$ cat config.mk
export PLATFORM = sky130hd
export DESIGN_NAME = simd_bcast_load
export DESIGN_NICKNAME = d
export VERILOG_FILES = /design/src/rtl/simd_bcast_load_pkg.sv /design/src/rtl/simd_bcast_load_decode.sv /design/src/rtl/simd_bcast_load_repl.sv /design/src/rtl/simd_bcast_load_step.sv /design/src/rtl/simd_bcast_load.sv
export SDC_FILE = /design/constraint.sdc
export NUM_CORES = 1
export LEC_CHECK = 0
export BUFFER_PORTS_ARGS = -buffer_cell sky130_fd_sc_hd__buf_2
export CORE_AREA = 2 2 147 149
export CTS_BUF_LIST = sky130_fd_sc_hd__clkbuf_4
export CTS_CLUSTER_DIAMETER = 40
export DETAILED_ROUTE_END_ITERATION = 10
export DIE_AREA = 0 0 149 151
export PLACE_DENSITY = 0.74
export SLEW_MARGIN = 10
export SYNTH_ARGS = -nofsm -noshare
export SYNTH_HDL_FRONTEND = slang
export SYNTH_HIERARCHICAL = 1
export SYNTH_SLANG_ARGS = --single-unit
$ cat constraint.sdc
create_clock -name clk -period 2.4 [get_ports clk]
set_input_delay 0.36 -clock clk [delete_from_list [all_inputs] [get_ports clk]]
set_output_delay 0.36 -clock clk [all_outputs]
set_load 0.05 [all_outputs]
$ cat src/rtl/simd_bcast_load_pkg.sv
package simd_bcast_load_pkg;

  typedef enum logic [1:0] {
    SZ_BYTE = 2'd0,
    SZ_HALF = 2'd1,
    SZ_WORD = 2'd2,
    SZ_WIDE = 2'd3
  } elem_size_e;

  typedef enum logic [1:0] {
    ST_IDLE  = 2'd0,
    ST_CHECK = 2'd1,
    ST_WAIT  = 2'd2,
    ST_DUP   = 2'd3
  } seq_state_e;

  // Field slice: instruction bits 9:4 packed MSB-first
  typedef struct packed {
    logic [1:0] cnt_m1;  // bits 9:8
    elem_size_e size;    // bits 7:6
    logic       pair;    // bit 5
    logic       align;   // bit 4
  } ld_fields_t;

  localparam int FLD_W = 6;
  localparam int ADV_W = 5;

endpackage

$ cat src/rtl/simd_bcast_load_decode.sv
module simd_bcast_load_decode
  import simd_bcast_load_pkg::*;
(
  input  ld_fields_t fld,
  input  logic       is_load,
  output logic       bad,
  output elem_size_e eff_size,
  output logic [2:0] count,
  output logic       single,
  output logic [1:0] stride
);

  always_comb begin
    count    = {1'b0, fld.cnt_m1} + 3'd1;
    single   = (fld.cnt_m1 == 2'd0);
    stride   = fld.pair ? 2'd2 : 2'd1;
    eff_size = (fld.size == SZ_WIDE) ? SZ_WORD : fld.size;
    bad      = !is_load;
    if (fld.size == SZ_WIDE && !(fld.cnt_m1 == 2'd3 && fld.align))
      bad = 1'b1;
    if (fld.cnt_m1 == 2'd0 && fld.align && fld.size == SZ_BYTE)
      bad = 1'b1;
    if (fld.cnt_m1 == 2'd2 && fld.align)
      bad = 1'b1;
  end

endmodule

$ cat src/rtl/simd_bcast_load_repl.sv
module simd_bcast_load_repl
  import simd_bcast_load_pkg::*;
#(
  parameter int WORD_W = 32,
  parameter int REG_W  = 2 * WORD_W
) (
  input  elem_size_e          size,
  input  logic [WORD_W-1:0]   din,
  output logic [REG_W-1:0]    dout
);

  localparam int N_BYTES = WORD_W / 8;
  localparam int N_HALFS = WORD_W / 16;
  localparam int N_WORDS = REG_W / WORD_W;

  logic [WORD_W-1:0] word;

  always_comb begin
    word = din;
    case (size)
      SZ_BYTE: for (int i = 0; i < N_BYTES; i++) word[i*8 +: 8] = din[7:0];
      SZ_HALF: for (int i = 0; i < N_HALFS; i++) word[i*16 +: 16] = din[15:0];
      default: word = din;
    endcase
  end

  for (genvar j = 0; j < N_WORDS; j++) begin : g_copy
    assign dout[j*WORD_W +: WORD_W] = word;
  end

endmodule

$ cat src/rtl/simd_bcast_load_step.sv
module simd_bcast_load_step
  import simd_bcast_load_pkg::*;
#(
  parameter int ADDR_W = 32,
  parameter int IDX_W  = 5
) (
  input  logic [IDX_W-1:0]  idx,
  input  logic [ADDR_W-1:0] addr,
  input  logic [1:0]        stride,
  input  elem_size_e        size,
  output logic [IDX_W-1:0]  idx_next,
  output logic [IDX_W-1:0]  idx_adj,
  output logic [ADDR_W-1:0] addr_next
);

  // index arithmetic wraps at 2**IDX_W by width
  assign idx_next  = idx + IDX_W'(stride);
  assign idx_adj   = idx + IDX_W'(1);
  assign addr_next = addr + (ADDR_W'(1) << size);

endmodule

$ cat src/rtl/simd_bcast_load.sv
module simd_bcast_load
  import simd_bcast_load_pkg::*;
#(
  parameter int ADDR_W = 32,
  parameter int IDX_W  = 5,
  parameter int WORD_W = 32
) (
  input  logic                clk,
  input  logic                rst,
  input  logic                in_valid,
  output logic                in_ready,
  input  logic [FLD_W-1:0]    in_fld,
  input  logic                in_is_load,
  input  logic [ADDR_W-1:0]   in_base,
  input  logic [IDX_W-1:0]    in_rd,
  output logic                mem_req_valid,
  output logic [ADDR_W-1:0]   mem_req_addr,
  output logic [1:0]          mem_req_size,
  input  logic                mem_rsp_valid,
  input  logic [WORD_W-1:0]   mem_rsp_data,
  output logic                rf_we,
  output logic [IDX_W-1:0]    rf_idx,
  output logic [2*WORD_W-1:0] rf_data,
  output logic                done,
  output logic                undef,
  output logic [ADV_W-1:0]    addr_adv
);

  localparam int REG_W = 2 * WORD_W;

  seq_state_e        state;
  ld_fields_t        fld_q;
  logic              load_q;
  logic [ADDR_W-1:0] base_q;
  logic [IDX_W-1:0]  rd_q;
  logic [IDX_W-1:0]  cur_idx;
  logic [1:0]        k_q;

  logic              dec_bad;
  elem_size_e        dec_size;
  logic [2:0]        dec_count;
  logic              dec_single;
  logic [1:0]        dec_stride;
  logic [REG_W-1:0]  rep_data;
  logic [IDX_W-1:0]  idx_next;
  logic [IDX_W-1:0]  idx_adj;
  logic [ADDR_W-1:0] addr_next;
  logic [ADV_W-1:0]  adv_val;
  logic              accept;
  logic              last_elem;

  simd_bcast_load_decode u_dec (
    .fld      (fld_q),
    .is_load  (load_q),
    .bad      (dec_bad),
    .eff_size (dec_size),
    .count    (dec_count),
    .single   (dec_single),
    .stride   (dec_stride)
  );

  simd_bcast_load_repl #(.WORD_W(WORD_W), .REG_W(REG_W)) u_repl (
    .size (dec_size),
    .din  (mem_rsp_data),
    .dout (rep_data)
  );

  simd_bcast_load_step #(.ADDR_W(ADDR_W), .IDX_W(IDX_W)) u_step (
    .idx       (cur_idx),
    .addr      (mem_req_addr),
    .stride    (dec_stride),
    .size      (dec_size),
    .idx_next  (idx_next),
    .idx_adj   (idx_adj),
    .addr_next (addr_next)
  );

  assign accept    = in_valid && in_ready;
  assign last_elem = (k_q == fld_q.cnt_m1);
  assign adv_val   = ADV_W'(dec_count) << dec_size;

  always_ff @(posedge clk) begin
    if (rst) begin
      state         <= ST_IDLE;
      in_ready      <= 1'b1;
      fld_q         <= '0;
      load_q        <= 1'b0;
      base_q        <= '0;
      rd_q          <= '0;
      cur_idx       <= '0;
      k_q           <= '0;
      mem_req_valid <= 1'b0;
      mem_req_addr  <= '0;
      mem_req_size  <= '0;
      rf_we         <= 1'b0;
      rf_idx        <= '0;
      rf_data       <= '0;
      done          <= 1'b0;
      undef         <= 1'b0;
      addr_adv      <= '0;
    end else begin
      mem_req_valid <= 1'b0;
      rf_we         <= 1'b0;
      done          <= 1'b0;
      undef         <= 1'b0;
      case (state)
        ST_IDLE: begin
          if (accept) begin
            fld_q    <= ld_fields_t'(in_fld);
            load_q   <= in_is_load;
            base_q   <= in_base;
            rd_q     <= in_rd;
            in_ready <= 1'b0;
            state    <= ST_CHECK;
          end
        end
        ST_CHECK: begin
          if (dec_bad) begin
            done     <= 1'b1;
            undef    <= 1'b1;
            addr_adv <= '0;
            in_ready <= 1'b1;
            state    <= ST_IDLE;
          end else begin
            mem_req_valid <= 1'b1;
            mem_req_addr  <= base_q;
            mem_req_size  <= dec_size;
            cur_idx       <= rd_q;
            k_q           <= '0;
            state         <= ST_WAIT;
          end
        end
        ST_WAIT: begin
          if (mem_rsp_valid) begin
            rf_we   <= 1'b1;
            rf_idx  <= cur_idx;
            rf_data <= rep_data;
            if (dec_single && fld_q.pair) begin
              state <= ST_DUP;
            end else if (last_elem) begin
              done     <= 1'b1;
              addr_adv <= adv_val;
              in_ready <= 1'b1;
              state    <= ST_IDLE;
            end else begin
              k_q           <= k_q + 2'd1;
              cur_idx       <= idx_next;
              mem_req_addr  <= addr_next;
              mem_req_valid <= 1'b1;
            end
          end
        end
        ST_DUP: begin
          rf_we    <= 1'b1;
          rf_idx   <= idx_adj;
          done     <= 1'b1;
          addr_adv <= adv_val;
          in_ready <= 1'b1;
          state    <= ST_IDLE;
        end
        default: state <= ST_IDLE;
      endcase
    end
  end

endmodule

==> results by stage <==
Power and ir drop:
- The peak ir drop on the vdd network is 0.389 mV.
- Total power for the finished layout comes to 0.00665 W.
- The analysis attributes to cell leakage a power of 3.85 nW.
- Power spread over the standard cell area amounts to 680 nW/µm².

Setup path:
- The critical path data arrival time is 2.80 ns.
- Of all nets on the critical path, the largest fanout is 13.
- The worst setup path is launched from a flop.
- The signal on the critical path passes through nor2b_4, and2_1, ha_4, nand3_2, o32ai_2, buf_6, nand4_1, xnor2_1, mux2i_1, a211oi_2.
- The critical setup path kind is flop to flop.
- The worst register-to-register path has a setup slack of 0.08 ns.
- The worst setup path is captured at a flop.
- The required time at the endpoint of the critical path is 2.88 ns.
- The highest cell delay on the worst timing path is 0.35 ns.
- The slowest stage of the critical path belongs to the cell sky130_fd_sc_hd__dfxtp_2.

Logic synthesis:
- The largest total area in the synthesized netlist belongs to sky130_fd_sc_hd__dfxtp_1.
- Counting flops and latches in the post-synthesis netlist gives 166.
- The dominant cell by count in the synthesized netlist is sky130_fd_sc_hd__nand2_1.
- The count of yosys warnings during synthesis is 6.
- The number of enable flip-flop cells after synthesis is 0.
- Summed over its instances, the top area cell type makes up 40.2% of the synthesized netlist area.
- The number of nets handed over by synthesis was 1086.
- Ranked by total cell area, the synthesized netlist is headed by sky130_fd_sc_hd__dfxtp_1, sky130_fd_sc_hd__nand2_1, sky130_fd_sc_hd__a21oi_1, sky130_fd_sc_hd__mux2i_1, sky130_fd_sc_hd__buf_4.
- The synthesized netlist cell count is 989.
- The most instantiated flip-flop cell in the synthesis netlist is sky130_fd_sc_hd__dfxtp_1.
- A synthesized cell averages 8.35 µm².
- The async set or reset register ratio after synthesis is 0%.
- The netlist uses 54 different library cells.
- The synthesized area is 8260 µm².
- Counting instances in the post-synthesis netlist gives the leading cell types as sky130_fd_sc_hd__nand2_1, sky130_fd_sc_hd__dfxtp_1, sky130_fd_sc_hd__a21oi_1.
- The sequential area share after synthesis is 40.2%.

Timing:
- The worst relative slew slack is 53.9%.
- Setup violations remaining at the end of the flow were counted as 0.
- The post-route minimum period is 2.32 ns.
- The number of slew-limit violations in the final report is 0.
- The hold violation total from the final report is 0.
- The setup clock skew after layout is 0.0180 ns.
- The post-route fraction of the period consumed by the critical path is 96.6%.
- Across all hold checks on the routed design, the worst slack comes to 0.0406 ns.
- Once routing completed, OpenROAD measured the worst setup slack at 0.0825 ns.
- Derived from the worst setup path, the maximum achievable clock frequency is 431 MHz.
- For the pin with the worst max-slew slack, the measured transition is 0.691 ns.

GRT:
- Global routing used 19.8% of the available tracks across all layers.
- The initial antenna violation count is 2.
- The via count of the first global-routing pass is 7131.
- The largest net degree at the start of global routing is 90.
- The total global routing overflow is 0.
- The first global-routing pass estimated 35.6 mm of wire.

Finish:
- After the flow finishes, the layout carries non-filler instances totaling 1429.
- The final design instance area without fill is 9790 µm².
- The net count of the finished layout is 1240.
- Relative to the synthesized area, the layout overhead comes to 18.5%.
- The fraction of layout cells with a size suffix above 1 is 26.1%.

Clocking:
- The number of buffers on the longest clock path is 2.
- TritonCTS built the clock tree.
- CTS built an H-tree with a depth of 4.
- The CTS root buffer is sky130_fd_sc_hd__clkbuf_4.
- The total number of clock tree sinks is 166.
- The clock buffer count from CTS is 17.
- The clock insertion delay at the later pin of the skew report is 0.56 ns.
- The clock transition at the register clock pins on the worst setup and hold paths after CTS is 0.13 ns.

Detailed routing:
- The final layout contains routed wiring with a total length of 22.5 mm.
- The number of DRC markers after the initial detailed-route iteration is 328.
- For this run, design rule violations remaining after detail routing come to 0.
- The count of vias placed by the detailed router is 7336.
- The final routed wire length divided by cell count is 15.7 µm.
- The routed length on met1 is 9.40 mm.
- Summed over all nets, wire length on met2 after detailed routing comes to 10.9 mm.
- Detailed routing placed a total of 1.65 mm of wire on met3.
- Signal routing reaches up to met5.
- Before antenna repair, the detailed router went through 5 iterations.
- Once detail routing completed, the nets flagged for antenna violations numbered 0.
- The via-per-instance ratio is 5.13.

Placed design:
- The placed instances occupy a cell area of 9210 µm².
- Routability-driven placement finished with a final weighted congestion of 0.846.
- At the placement stage, the worst setup path has a slack of 0.0174 ns.
- Once placement completed, the tool counted placed cells totaling 1371.
- The count of buffers added on input and output ports is 192.
- After legalization and detailed placement, the total HPWL measured 15.5 mm.

Floorplan:
- The floorplan step set the die width to 149 µm.
- 193 I/O pins were placed.
- The starting utilization of the core area is 39.7%.
- The floorplan step set the die height to 151 µm.
- The area of the placeable core is 20800 µm².
- The floorplan has 53 rows.
- The area enclosed by the die boundary is 22500 µm².

Outcome:
- The flow ran to the end, and the final reports show no timing, DRC or antenna violations.

Flow run:
- Max-cap violations in this run came to 0.

Hold path:
- The worst min-delay path category is input port to flop.
==> flip-flops by register name, summed over array words and instances, names as in the netlist, 5 cells and up <==
register,cells
base_q,32
cur_idx,5
addr_adv,5
rf_data,64
mem_req_addr,32
rd_q,5
fld_q,6
rf_idx,5
==> through the flow <==
stage	util [%]	setup TNS, ns
2_1_floorplan	-	0
3_3_place_gp	44.2	0
3_5_place_dp	44.2	0
4_1_cts	46.6	0
5_1_grt	47.0	-0.177
6_report	47.0	0
==> what timing repair did <==
| action | in CTS | in global routing |
|---|---|---|
| pin swaps | 0 | 3 |
| setup buffers | 0 | 1 |
| setup endpoints to repair | 1 | 24 |
| hold buffers | 24 | 3 |
| hold endpoints to repair | 24 | 3 |
| resized for setup | 1 | 11 |
==> final cells by class <==
type | count | area [µm²]
timing repair buffer | 246 | 1520
clock inverter | 10 | 110
multi-input combinational | 693 | 4270
inverter | 19 | 71.3
sequential | 166 | 3330
tap | 275 | 344
clock buffer | 19 | 143
fill | 2084 | 11000
antenna | 1 | 2.50
==> layer usage <==
metal | track usage (%) | vias to the layer above
met5 | 0 | -
met4 | 7.48 | 2
met3 | 5.81 | 36
met2 | 34.8 | 260
met1 | 22.8 | 3394
li1 | - | 3644
==> layout by cell type, fill, tap and decap left out, types with 3 or more instances in the layout <==
| master | n |
|---|---|
| sky130_fd_sc_hd__nor2_1 | 15 |
| sky130_fd_sc_hd__and3_1 | 6 |
| sky130_fd_sc_hd__ha_1 | 12 |
| sky130_fd_sc_hd__buf_2 | 191 |
| sky130_fd_sc_hd__o21ai_0 | 16 |
| sky130_fd_sc_hd__mux2_4 | 4 |
| sky130_fd_sc_hd__mux2i_1 | 57 |
| sky130_fd_sc_hd__nand2b_1 | 7 |
| sky130_fd_sc_hd__a21oi_1 | 118 |
| sky130_fd_sc_hd__inv_1 | 19 |
| sky130_fd_sc_hd__clkinvlp_4 | 3 |
| sky130_fd_sc_hd__buf_12 | 6 |
| sky130_fd_sc_hd__a311oi_1 | 3 |
| sky130_fd_sc_hd__buf_4 | 20 |
| sky130_fd_sc_hd__xor2_1 | 8 |
| sky130_fd_sc_hd__dlygate4sd3_1 | 27 |
| sky130_fd_sc_hd__mux2_2 | 13 |
| sky130_fd_sc_hd__nand2_1 | 246 |
| sky130_fd_sc_hd__clkbuf_4 | 19 |
| sky130_fd_sc_hd__and2_1 | 5 |
| sky130_fd_sc_hd__a211oi_1 | 30 |
| sky130_fd_sc_hd__nand4_1 | 14 |
| sky130_fd_sc_hd__dfxtp_1 | 164 |
| sky130_fd_sc_hd__nor3_1 | 38 |
| sky130_fd_sc_hd__clkinv_2 | 3 |
| sky130_fd_sc_hd__nor4_4 | 3 |
| sky130_fd_sc_hd__a211oi_2 | 12 |
| sky130_fd_sc_hd__nand3_1 | 14 |
| sky130_fd_sc_hd__nor2b_1 | 3 |
| sky130_fd_sc_hd__xnor2_1 | 30 |
==> power by group <==
group	internal, W	leakage [nW]	total [W]	switching (W)
clock	0.000616	0.134	0.00158	0.000968
sequential	0.00297	1.35	0.00322	0.000249
combinational	0.000672	2.37	0.00185	0.00118
total	0.00426	3.85	0.00665	0.00240
==> final timing paths <==
path	from	end	depth (start not counted)
max	fld_q[2]	mem_req_addr[31]	10
max reg2reg	fld_q[2]	mem_req_addr[31]	10
min reg2reg	rf_data[38]	rf_data[38]	2
min	in_base[31]	base_q[31]	3
==> kinds of logic (layout without fill, tap and decap cells) <==
logic type | Yosys count | in the layout | share of synthesized area, %
AND/OR/NAND/NOR | 369 | 369 | 20.2
AO/OA/AOI/OAI | 195 | 195 | 14.6
flip-flops | 166 | 166 | 40.2
buffers and inverters | 130 | 294 | 8.76
multiplexers | 74 | 74 | 9.41
XOR/XNOR | 38 | 38 | 4.03
adder cells (fa/ha/maj) | 17 | 17 | 2.76
other | 0 | 1 | 0
==> critical path, delay by kind of cell, from the launching register on <==
kind            cells  cell delay, ns
compound gates      2            0.55
xor+xnor            1            0.17
fa+ha+maj           1            0.29
buf+inv             1            0.22
flops               1            0.35
mux                 1            0.11
simple gates        4            0.56
No activity file was read; power rests on OpenSTA's default activity.
